[src/rtl/pkt_wr_pkg.sv]
package pkt_wr_pkg;

    localparam int MIN_LOG  = 8;
    localparam int MAX_EXP  = 5;
    localparam int MIN_LEN  = 4;
    localparam logic [7:0] HDR_BASE = 8'hF0;
    localparam logic [3:0] RSP_TAG  = 4'hC;
    localparam logic [3:0] RSP_LAST = 4'h3;
    localparam logic [15:0] CRC_POLY = 16'h1021;
    localparam logic [15:0] CRC_SEED = 16'hFFFF;

    typedef enum logic [2:0] {
        ST_IDLE, ST_HDR, ST_DATA, ST_CRC_HI, ST_CRC_LO, ST_RESP
    } wr_state_e;

    typedef enum logic [1:0] {
        ORD_FIRST = 2'd1, ORD_INNER = 2'd2, ORD_LAST = 2'd3
    } pkt_order_e;

    typedef logic [3:0][7:0] rsp_win_t;

    function automatic logic [15:0] crc16_step(input logic [15:0] c, input logic [7:0] d);
        logic [15:0] r;
        r = c ^ {d, 8'h00};
        for (int i = 0; i < 8; i++) begin
            r = r[15] ? ((r << 1) ^ CRC_POLY) : (r << 1);
        end
        return r;
    endfunction

    function automatic logic rsp_good(input rsp_win_t w);
        logic       hit;
        logic [1:0] at;
        hit = 1'b0;
        at  = 2'd0;
        for (int i = 2; i >= 0; i--) begin
            if (!hit && w[i][7:4] == RSP_TAG) begin
                hit = 1'b1;
                at  = 2'(i);
            end
        end
        return hit && (w[at][3:0] == RSP_LAST) && (w[at + 2'd1] == 8'h00);
    endfunction

endpackage

[src/rtl/pkt_crc16.sv]
module pkt_crc16 import pkt_wr_pkg::*; (
    input  logic        clk,
    input  logic        rst,
    input  logic        seed,
    input  logic        adv,
    input  logic [7:0]  din,
    output logic [15:0] crc
);
    always_ff @(posedge clk) begin
        if (rst)       crc <= CRC_SEED;
        else if (seed) crc <= CRC_SEED;
        else if (adv)  crc <= crc16_step(crc, din);
    end

    // every packet starts its checksum from the seed value
    p_seed_r4: assert property (@(posedge clk) disable iff (rst)
        seed |=> crc == CRC_SEED);
endmodule

[src/rtl/pkt_resp_check.sv]
module pkt_resp_check import pkt_wr_pkg::*; (
    input  logic       clk,
    input  logic       rst,
    input  logic       push,
    input  logic [7:0] din,
    output logic       fire,
    output logic       ok
);
    logic [1:0]      cnt_q;
    logic [2:0][7:0] held_q;
    rsp_win_t        win;

    assign fire = push && (cnt_q == 2'd3);
    assign win  = {din, held_q[2], held_q[1], held_q[0]};
    assign ok   = rsp_good(win);

    always_ff @(posedge clk) begin
        if (rst) begin
            cnt_q  <= '0;
            held_q <= '0;
        end else if (push) begin
            cnt_q <= cnt_q + 2'd1;
            if (cnt_q != 2'd3) held_q[cnt_q] <= din;
        end
    end

    // the window restarts after exactly four bytes
    p_win_wrap_r6: assert property (@(posedge clk) disable iff (rst)
        fire |=> cnt_q == 2'd0);
endmodule

[src/rtl/spi_pkt_writer.sv]
module spi_pkt_writer import pkt_wr_pkg::*; #(
    parameter int LEN_W = 16
) (
    input  logic             clk,
    input  logic             rst,
    input  logic             start,
    input  logic [LEN_W-1:0] total_len,
    input  logic [2:0]       size_exp,
    input  logic             crc_en,
    input  logic             pl_valid,
    input  logic [7:0]       pl_data,
    output logic             pl_ready,
    output logic             tx_valid,
    output logic [7:0]       tx_data,
    input  logic             tx_ready,
    input  logic             rx_valid,
    input  logic [7:0]       rx_data,
    output logic             rx_ready,
    output logic             busy,
    output logic             done,
    output logic             err
);
    localparam int PKT_W = MIN_LOG + MAX_EXP + 1;
    localparam int CW    = (LEN_W > PKT_W) ? LEN_W : PKT_W;

    wr_state_e        st_q;
    logic [2:0]       exp_q;
    logic             crc_on_q, first_q, done_q, err_q;
    logic [LEN_W-1:0] rem_q;
    logic [PKT_W-1:0] left_q;
    logic [CW-1:0]    size_c, rem_c;
    logic             last_pkt, tx_hs;
    pkt_order_e       order;
    logic [15:0]      crc;
    logic             rsp_fire, rsp_ok;
    logic [2:0]       exp_in;

    assign exp_in   = (size_exp > 3'(MAX_EXP)) ? 3'(MAX_EXP) : size_exp;
    assign size_c   = CW'(1) << (MIN_LOG + int'(exp_q));
    assign rem_c    = CW'(rem_q);
    assign last_pkt = rem_c <= size_c;
    assign order    = last_pkt ? ORD_LAST : (first_q ? ORD_FIRST : ORD_INNER);

    always_comb begin
        tx_valid = 1'b0;
        tx_data  = 8'h00;
        case (st_q)
            ST_HDR:    begin tx_valid = 1'b1;     tx_data = HDR_BASE | {6'd0, order}; end
            ST_DATA:   begin tx_valid = pl_valid; tx_data = pl_data;     end
            ST_CRC_HI: begin tx_valid = 1'b1;     tx_data = crc[15:8];   end
            ST_CRC_LO: begin tx_valid = 1'b1;     tx_data = crc[7:0];    end
            default:   ;
        endcase
    end

    assign tx_hs    = tx_valid && tx_ready;
    assign pl_ready = (st_q == ST_DATA) && tx_ready;
    assign rx_ready = (st_q == ST_RESP);
    assign busy     = (st_q != ST_IDLE);
    assign done     = done_q;
    assign err      = err_q;

    pkt_crc16 u_crc (
        .clk (clk),
        .rst (rst),
        .seed(st_q == ST_HDR && tx_hs),
        .adv (st_q == ST_DATA && tx_hs),
        .din (pl_data),
        .crc (crc)
    );

    pkt_resp_check u_rsp (
        .clk (clk),
        .rst (rst),
        .push(rx_ready && rx_valid),
        .din (rx_data),
        .fire(rsp_fire),
        .ok  (rsp_ok)
    );

    always_ff @(posedge clk) begin
        if (rst) begin
            st_q     <= ST_IDLE;
            exp_q    <= '0;
            crc_on_q <= 1'b0;
            first_q  <= 1'b0;
            rem_q    <= '0;
            left_q   <= '0;
            done_q   <= 1'b0;
            err_q    <= 1'b0;
        end else begin
            done_q <= 1'b0;
            case (st_q)
                ST_IDLE: if (start) begin
                    if (total_len <= LEN_W'(MIN_LEN)) begin
                        done_q <= 1'b1;
                        err_q  <= 1'b1;
                    end else begin
                        st_q     <= ST_HDR;
                        exp_q    <= exp_in;
                        crc_on_q <= crc_en;
                        rem_q    <= total_len;
                        first_q  <= 1'b1;
                    end
                end
                ST_HDR: if (tx_hs) begin
                    left_q  <= last_pkt ? PKT_W'(rem_q) : PKT_W'(size_c);
                    first_q <= 1'b0;
                    st_q    <= ST_DATA;
                end
                ST_DATA: if (tx_hs) begin
                    rem_q  <= rem_q - LEN_W'(1);
                    left_q <= left_q - PKT_W'(1);
                    if (left_q == PKT_W'(1)) begin
                        if (crc_on_q)                st_q <= ST_CRC_HI;
                        else if (rem_q == LEN_W'(1)) st_q <= ST_RESP;
                        else                         st_q <= ST_HDR;
                    end
                end
                ST_CRC_HI: if (tx_hs) st_q <= ST_CRC_LO;
                ST_CRC_LO: if (tx_hs) st_q <= (rem_q == '0) ? ST_RESP : ST_HDR;
                ST_RESP: if (rsp_fire) begin
                    done_q <= 1'b1;
                    err_q  <= !rsp_ok;
                    st_q   <= ST_IDLE;
                end
                default: st_q <= ST_IDLE;
            endcase
        end
    end

    // responses are taken only once the payload is exhausted
    p_rsp_late_r5: assert property (@(posedge clk) disable iff (rst)
        rx_ready |-> rem_q == '0);
    // a packet body never exceeds the packet size or the remaining bytes
    p_left_bound_r3: assert property (@(posedge clk) disable iff (rst)
        (st_q == ST_DATA) |-> (left_q != '0) && (CW'(left_q) <= rem_c) && (CW'(left_q) <= size_c));
    // short payloads are refused at once
    p_reject_r8: assert property (@(posedge clk) disable iff (rst)
        (start && st_q == ST_IDLE && total_len <= LEN_W'(MIN_LEN)) |=> done && err && !busy);
    // done lasts a single cycle
    p_done_pulse_r9: assert property (@(posedge clk) disable iff (rst)
        done |=> !done);
    // locally generated bytes hold while stalled
    p_hold_r11: assert property (@(posedge clk) disable iff (rst)
        (tx_valid && !tx_ready && st_q != ST_DATA) |=> tx_valid && $stable(tx_data));
endmodule

[config.mk]
export PLATFORM = sky130hd
export DESIGN_NAME = spi_pkt_writer
export DESIGN_NICKNAME = d
export VERILOG_FILES = /design/src/rtl/pkt_wr_pkg.sv /design/src/rtl/pkt_crc16.sv /design/src/rtl/pkt_resp_check.sv /design/src/rtl/spi_pkt_writer.sv
export SDC_FILE = /design/constraint.sdc
export NUM_CORES = 1
export LEC_CHECK = 0
export BUFFER_PORTS_ARGS = -buffer_cell sky130_fd_sc_hd__buf_2
export CAP_MARGIN = 25
export CORE_MARGIN = 2
export CORE_UTILIZATION = 33
export DETAILED_ROUTE_END_ITERATION = 7
export GPL_ROUTABILITY_DRIVEN = 1
export SYNTH_ARGS = -nofsm -noshare
export SYNTH_HDL_FRONTEND = slang
export SYNTH_SLANG_ARGS = --single-unit
[constraint.sdc]
create_clock -name clk -period 3.72 [get_ports clk]
set_input_delay 0.558 -clock clk [delete_from_list [all_inputs] [get_ports clk]]
set_output_delay 0.558 -clock clk [all_outputs]
set_load 0.02 [all_outputs]
# Word-level counts from Yosys, hierarchy flattened
# Index checks and enable logic that the tools add are counted.
# Widths: inputs -> output; s select.
dict set report word_totals {
  regBits 82
  input_bits 42
  out_inout_bits 14
  elab_cells 147
}
dict set report classes {
  n_addsub 5
  magnitude_cmp 7
  eq_ne 22
  shifts 1
  n_mux 58
  bitwise 10
  reduce_logical 31
}
# op count
set op_table {}
lappend op_table {{$mux 13} 8}
lappend op_table {{$mux 16} 3}
lappend op_table {{$mux 14} 3}
lappend op_table {{$mux 3} 12}
lappend op_table {{$bmux 8 s2} 2}
lappend op_table {{$pmux 16 s2} 1}
lappend op_table {{$pmux 8 s4} 1}
lappend op_table {{$pmux 14 s2} 1}
lappend op_table {{$bwmux 24} 1}
lappend op_table {{$not 3->3} 8}
lappend op_table {{$pmux 3 s6} 1}
lappend op_table {{$demux 8 s2} 1}
lappend op_table {{$eq 16x1->1 const B} 1}
lappend op_table {{$le 16x16->1} 1}
lappend op_table {{$le 16x3->1 const B} 1}
lappend op_table {{$logic_not 16->1} 1}
lappend op_table {{$mux 8} 2}
lappend op_table {{$ne 2x2->1 const B} 8}
lappend op_table {{$shl 1x5->16 const A} 1}
lappend op_table {{$sub 16x1->16 const B} 1}
lappend op_table {{$xor 16x16->16} 1}
lappend op_table {{$eq 14x1->1 const B} 1}
lappend op_table {{$sub 14x1->14 const B} 1}
lappend op_table {{$eq 4x4->1 const B} 3}
lappend op_table {{other kinds (28)} 70}

# Longest topological paths before layout
# Gate-level depths: netlist (run 1).
dict set report depth {
  depth_word 17
  mapped_depth 11
  ltp_nobuf 8
}

# By module
# A second synthesis (run 1) with hierarchy kept.
dict set report hier_totals {
  hier_cells 649
  area_unflattened_um2 5235.0
}
# mod n_inst cells_per_inst area_each_um2 seq_area_each_um2
set modules_own_cells {}
lappend modules_own_cells {spi_pkt_writer 1 427 3131.8 800.8}
lappend modules_own_cells {pkt_resp_check 1 143 1182.4 520.5}
lappend modules_own_cells {pkt_crc16 1 79 920.9 320.3}

# Worst setup path after synthesis (run 1)
# No wires, ideal clock.
dict set report synth_timing {
  kind {flip-flop to output port}
  startpoint {register exp_q[2]}
  endpoint {output port tx_data[0]}
  arrival_time_ns 2.719
  t_required_ns 3.162
  path_slack_ns 0.443
  path_stages_with_launch 11
  path_buffers 3
  cell_sequence {dfxtp_1 -> clkbuf_1 -> or3b_2 -> ha_1 -> nand4_1 -> a221oi_1 -> a2111oi_1 -> buf_2 -> buf_2 -> o31ai_1 -> o211ai_1}
}
dict set report synth_via {
  elab_chain_cells 5
}
# element line_no
set synth_rtl {}
lappend synth_rtl {{start: declaration} spi_pkt_writer.sv:27} ;# logic [2:0] exp_q;
lappend synth_rtl {{start signal: assignment} spi_pkt_writer.sv:100} ;# exp_q <= exp_in;
lappend synth_rtl {{$add 4x3->5} spi_pkt_writer.sv:39} ;# assign size_c = CW'(1) << (MIN_LOG + int'(exp_q));
lappend synth_rtl {{$shl 1x5->16} spi_pkt_writer.sv:39}
lappend synth_rtl {{$le 16x16->1} spi_pkt_writer.sv:41} ;# assign last_pkt = rem_c <= size_c;
lappend synth_rtl {{$mux 2} spi_pkt_writer.sv:42} ;# assign order = last_pkt ? ORD_LAST : (first_q ? ORD_FIRST : ORD_INNER);
lappend synth_rtl {{$pmux 8 s4} spi_pkt_writer.sv:47} ;# case (st_q)
lappend synth_rtl {{end: declaration} spi_pkt_writer.sv:14} ;# output logic [7:0] tx_data,
# Every way passes these cells.

# Worst setup path after layout (run 1)
# Ends and elaborated chain as after synthesis.

==> qor.yml, run 1 <==
outcome:
  status: "completed"
synth:
  synth_edf_count: 0
  synth.most_common_cell: "dfxtp_1"
  synth_top_cells_by_area: "dfxtp_1 (32%), nor2_1 (5.2%), a21oi_1 (5.1%)"
  synth_top_family_by_area: "simple AND/OR/NAND/NOR gates"
  synth-xor-area-share_pct: 5.14
  synth_top_cell_area_share_pct: 32.1
  avgSynthCellArea_sq_um: 7.96
  async_flop_share_pct: 0
  muxShareOfSynthArea_pct: 4.90
  synth-simple-area-share_pct: 24.1
  ys_types: 68
  synth_nets: 701
  synth_warnings: 0
  syn_area_sq_um: 5110
  synth_compound_area_share_pct: 23.7
  syn_inst: 642
  yosys.area.top_type: "dfxtp_1"
  ys_ff_latch: 82
  ys_top_cells_by_count: "dfxtp_1 (82), nor2_1 (71), nand2_1 (60)"
  synth_top_flop_cell: "dfxtp_1"
  synth_fa_ha_area_share_pct: 4.16
  ys_seq_area_share_pct: 32.1
clock_tree:
  htreeDepth: 3
  holdBufCountCts: 0
  postCtsResizedCells: 0
  clock_path_buffers: 2
  path_clk_slew_ps: 60
  cts.sinks: 82
  root_buffer: "clkbuf_16"
  clock_latency_ps: 340
  postCtsSetupBuffers: 0
  cts_tree: "done"
  cts_made_buffers: 9
final_layout:
  n_antenna_cell: 0
  final_cells: 862
  area.sequential_sq_um: 1640
  design_area_sq_um: 5790
  drive_above_1_share_pct: 14.7
  syn_to_final_growth_pct: 13.3
  nets: 730
  fill_cells: 1524
  postLayoutCoreUtil_pct: 38.2
  multiInputGateArea_sq_um: 3170
critical_path:
  cp_top_family: "compound AO/OA/AOI/OAI gates"
  cp_slowest_cell: "or3b_2"
  r2r_start: "exp_q[2]"
  worst_setup_path_start_kind: "flip-flop"
  arrival_ps: 2950
  slowest_delay_ps: 500
  cp-end-kind: "primary output"
  cp_num_buf_inv: 2
  worstPathRequired_ps: 3160
  path_class: "flip-flop to primary output"
  crit_start: "exp_q[2]"
  cp_cell_sequence: "or3b_2, ha_1, nand4_1, a221oi_1, a2111oi_2, buf_4, o31ai_1, o211ai_1, buf_2"
  crit_fanout: 9
die:
  initial_utilization_pct: 33.7
  core-area_sq_um: 15100
  ioPinCount: 56
  dieArea_sq_um: 16500
  die_y_microns: 128
  placementRows: 45
  fp.dieW_microns: 128
hold_path:
  hp-class: "flip-flop to flip-flop"
  min_from: "err"
pwr:
  leakage_nw: 2.18
  power_mw: 3.92
  p_per_area_nw_per_um2: 677
  peakVddDrop_mv: 0.326
routing:
  vias_per_cell: 5.78
  totalWireLength_mm: 14.6
  wl_per_cell_microns: 17.0
  route.detailed.drc: 0
  drt_iter0_drc: 394
  num_vias: 4981
  firstDrtPassIters: 5
  detail-route-antenna-nets: 0
sta:
  tightestPinTransition_ps: 870
  finalSetupViolCount: 0
  setup_ws_ps: 214
  whs_ps: 482
  fin_skew_ps: 5.80
  fin_crit_ps: 3510
  rsz0062_at_grt: "no"
  fin_crit_sh_pct: 94.2
  hold_viol: 0
  fmax_ghz: 0.285
  final.setup.tns_ps: 0
  relSlewSlack_pct: 41.9
  finalMaxSlewViolations: 0
grt:
  antenna_found_initial: 0
  grt_use_total_pct: 18.0
  grt-ovfl-total: 0
  grt_max_degree: 38
  grt_pass1_wl_mm: 24.0
  grt_pass1_vias: 4707
placed_design:
  place_hpwl_mm: 10.6
  numPlacedInstances: 848
  io_buffers: 55
  place_congestion: 0.837
  pre_cts_ws_ps: 573
  placed_cell_area_sq_um: 5480
run:
  maxCapViolations: 0
-- placed cells by master (no fill, tap or decap), drive strengths merged, types with 10 or more instances in the layout --
cell,netlist,layout
ha,17,17
buf,17,67
nor3,17,17
xnor2,20,20
mux2i,25,25
o211ai,26,26
a21oi,52,52
o21ai,24,24
clkbuf,32,11
o31ai,11,11
inv,18,18
dfxtp,82,82
nor2,71,71
a31oi,11,11
a22oi,10,10
nand3,21,21
nor4,12,12
xor2,10,10
nand2,60,60
-- registers in the layout, indices dropped and copies added, names as in the netlist --
register / count
rem_c: 16
u_crc.crc: 16
done: 1
u_rsp.cnt_q: 2
u_rsp.held_q: 24
left_q: 14
first_q: 1
crc_on_q: 1
err: 1
exp_q: 3
st_q: 3
-- logic make-up after synthesis --
| family | Yosys count |
|---|---|
| and+or+nand+nor | 242 |
| AOI/OAI and AO/OA | 179 |
| DFF | 82 |
| buffers and inverters | 67 |
| xor gates and xnor gates | 30 |
| muxes | 25 |
| adders and majority gates | 17 |
-- where the power goes --
part	total (mW)	switching (mW)	internal (mW)
clock	0.952	0.354	0.598
combinational	1.77	1.11	0.666
sequential	1.19	0.202	0.992
-- per-layer routing --
metal | share of wire, % | track usage [%]
met1 | 45 | 24.4
met5 | 0 | 0
met4 | 2.5 | 7.82
met3 | 6.2 | 2.83
met2 | 46 | 28.6
-- worst min-delay path, cell delays in order (launching register included) --
cell and delay, ps:
dfxtp_1 310, inv_1 50, a221oi_1 70
-- path summary, 6_finish.rpt --
check                           slack (ps)  depth (start not counted)         end
worst max-delay path                   210                          9  tx_data[0]
worst min-delay path                   480                          2         err
worst max register to register         910                          8   left_q[8]
worst min register to register         480                          2         err
-- cell type report --
cell class,instances,share of cell area [%]
multi-input combinational,493,54.8
sequential,82,28.3
clock buffer,11,4.19
tap,188,4.06
clock inverter,3,1.12
inverter,18,1.17
timing repair buffer,67,6.31
Power figures use the tool's default switching activity.
==> run 2, diff against run 1 <==
- RECOVER_POWER: not set -> 50
==> qor.yml, run 2 (synthesis results as in run 1) <==
outcome:
  status: "completed"
sta:
  tightestPinTransition_ps: 1100  # +229 ps
  fin_crit_sh_pct: 94.2  # about the same
  rsz0062_at_grt: "no"
  fmax_ghz: 0.285  # about the same
  relSlewSlack_pct: 26.8  # -15 points
  final.setup.tns_ps: 0  # unchanged
  fin_skew_ps: 6.26  # +0.464 ps
  hold_viol: 0  # unchanged
  fin_crit_ps: 3510  # +0.189 ps
  finalSetupViolCount: 0  # unchanged
  finalMaxSlewViolations: 0  # unchanged
critical_path:
  arrival_ps: 2950  # about the same
  r2r_start: "st_q[0]"
  crit_start: "exp_q[2]"
  cp_top_family: "compound AO/OA/AOI/OAI gates"
  worstPathRequired_ps: 3160  # about the same
  worst_setup_path_start_kind: "flip-flop"
  path_class: "flip-flop to primary output"
  cp_slowest_cell: "or3b_2"
  slowest_delay_ps: 500  # about the same
  cp-end-kind: "primary output"
  cp_cell_sequence: "or3b_2, ha_1, nand4_1, a221oi_1, a2111oi_2, buf_4, o31ai_1, o211ai_1, buf_2"
  cp_num_buf_inv: 2  # unchanged
  crit_fanout: 9  # unchanged
clock_tree:
  holdBufCountCts: 0  # unchanged
  postCtsSetupBuffers: 0  # unchanged
  cts_made_buffers: 9  # unchanged
  clock_path_buffers: 2  # unchanged
  path_clk_slew_ps: 60  # about the same
  cts_tree: "done"
  htreeDepth: 3  # unchanged
  clock_latency_ps: 340  # about the same
  postCtsResizedCells: 0  # unchanged
  root_buffer: "clkbuf_16"
  cts.sinks: 82  # unchanged
grt:
  grt_max_degree: 38  # unchanged
  grt_use_total_pct: 18.0  # unchanged
  grt_pass1_wl_mm: 24.0  # unchanged
  grt_pass1_vias: 4707  # unchanged
  grt-ovfl-total: 0  # unchanged
  antenna_found_initial: 0  # unchanged
final_layout:
  n_antenna_cell: 0  # unchanged
  regMostFlops: "u_rsp.held_q"
  syn_to_final_growth_pct: 13.2
  largest_reg_flops: 24  # unchanged
  multiInputGateArea_sq_um: 3170  # unchanged
  final_common_cell: "dfxtp_1"
  most-common-layout-cells: "dfxtp_1 (82), nor2_1 (71), nand2_1 (60)"
  drive_above_1_share_pct: 13.9  # -0.74 points
  top_regs: "u_rsp.held_q x24, rem_c x16, u_crc.crc x16"
  nets: 730  # unchanged
  area.sequential_sq_um: 1640  # unchanged
  fill_cells: 1528  # +0.26%
die:
  dieArea_sq_um: 16500  # unchanged
  initial_utilization_pct: 33.7  # unchanged
  core-area_sq_um: 15100  # unchanged
  placementRows: 45  # unchanged
  ioPinCount: 56  # unchanged
  fp.dieW_microns: 128  # unchanged
  die_y_microns: 128  # unchanged
routing:
  num_vias: 4985  # +0.080%
  detail-route-antenna-nets: 0  # unchanged
  totalWireLength_mm: 14.6  # -0.21%
  vias_per_cell: 5.78  # about the same
  firstDrtPassIters: 5  # unchanged
  drt_iter0_drc: 394  # unchanged
  wl_per_cell_microns: 16.9  # -0.21%
  route.detailed.drc: 0  # unchanged
run:
  maxCapViolations: 0  # unchanged
pwr:
  switching_share_pct: 42.5  # +0.044 points
  p_switching_mw: 1.66  # about the same
  intPower_mw: 2.25  # -0.23%
  pwr-share-seq_pct: 30.5  # about the same
  clkPwrFrac_pct: 24.4  # about the same
  peakVddDrop_mv: 0.326  # +0.16%
  power_mw: 3.91  # -0.15%
  comb_power_share_pct: 45.1  # about the same
  leakage_nw: 2.16  # -0.99%
  p_per_area_nw_per_um2: 677  # about the same
hold_path:
  hp-class: "flip-flop to flip-flop"
  min_from: "crc_on_q"
placed_design:
  io_buffers: 55  # unchanged
  place_hpwl_mm: 10.6  # unchanged
  place_congestion: 0.837  # unchanged
[run 2: cell count changes in the layout (fill, tap and decap cells not counted)]
cell      change
clkbuf_1      +5
buf_4         -1
and2_1        -3
buf_2         -4
and2_0        +3
[run 2: path summary, 6_finish.rpt]
kind / cells past startpoint / slack (ps) / endpoint
setup / recovery: 9 / 210 / tx_data[0]
setup reg to reg: 6 / 870 / rem_c[9]
hold reg to reg: 2 / 470 / crc_on_q
hold / removal: 2 / 470 / crc_on_q
[run 2: area by class of cell]
cell class,instances,area share [%]
Timing Repair Buffer,67,6.17
Clock buffer,11,4.20
Sequential cell,82,28.4
Multi-Input combinational cell,493,54.9
Inverter,18,1.17
Tap cell,188,4.07
Clock inverter,3,1.13
[run 2: worst register-to-register path, stage by stage, from the launching register on]
cell,delay (ps)
dfxtp_1,890
nor2_1,210
nand3b_1,190
o21bai_1,120
clkbuf_1,830
a221oi_1,240
a31o_2,260
[run 2: layer usage]
metal	vias to the layer above	track usage [%]	share of wire (%)
met5	-	0	0
met4	0	7.82	2.4
met3	25	2.83	5.0
met2	148	28.6	46
met1	2390	24.4	46
li1	2422	-	-
[run 2: through the flow]
| stage | std cells | hold WS [ps] | instance area (sq um) | setup slack (ps) | utilization, % |
|---|---|---|---|---|---|
| CTS | 862 | 472 | 5790 | 185 | 38.2 |
| finish | 862 | 472 | 5780 | 214 | 38.2 |
| global placement | 848 | 465 | 5480 | 691 | 36.2 |
| global route | 862 | 499 | 5780 | 17.5 | 38.2 |
| floorplan | 642 | 446 | 5110 | 443 | - |
| detailed placement | 848 | 463 | 5480 | 573 | 36.2 |
[run 2: power groups by stage]
| stage | logic (mW) | clock network, mW | registers, mW |
|---|---|---|---|
| 3_5_place_dp | 1.74 | 0 | 1.20 |
| 3_3_place_gp | 1.73 | 0 | 1.20 |
| 2_1_floorplan | 1.38 | 0 | 1.10 |
| 4_1_cts | 1.75 | 0.971 | 1.19 |
| 5_1_grt | 1.95 | 1.01 | 1.22 |
| 6_report | 1.76 | 0.953 | 1.19 |
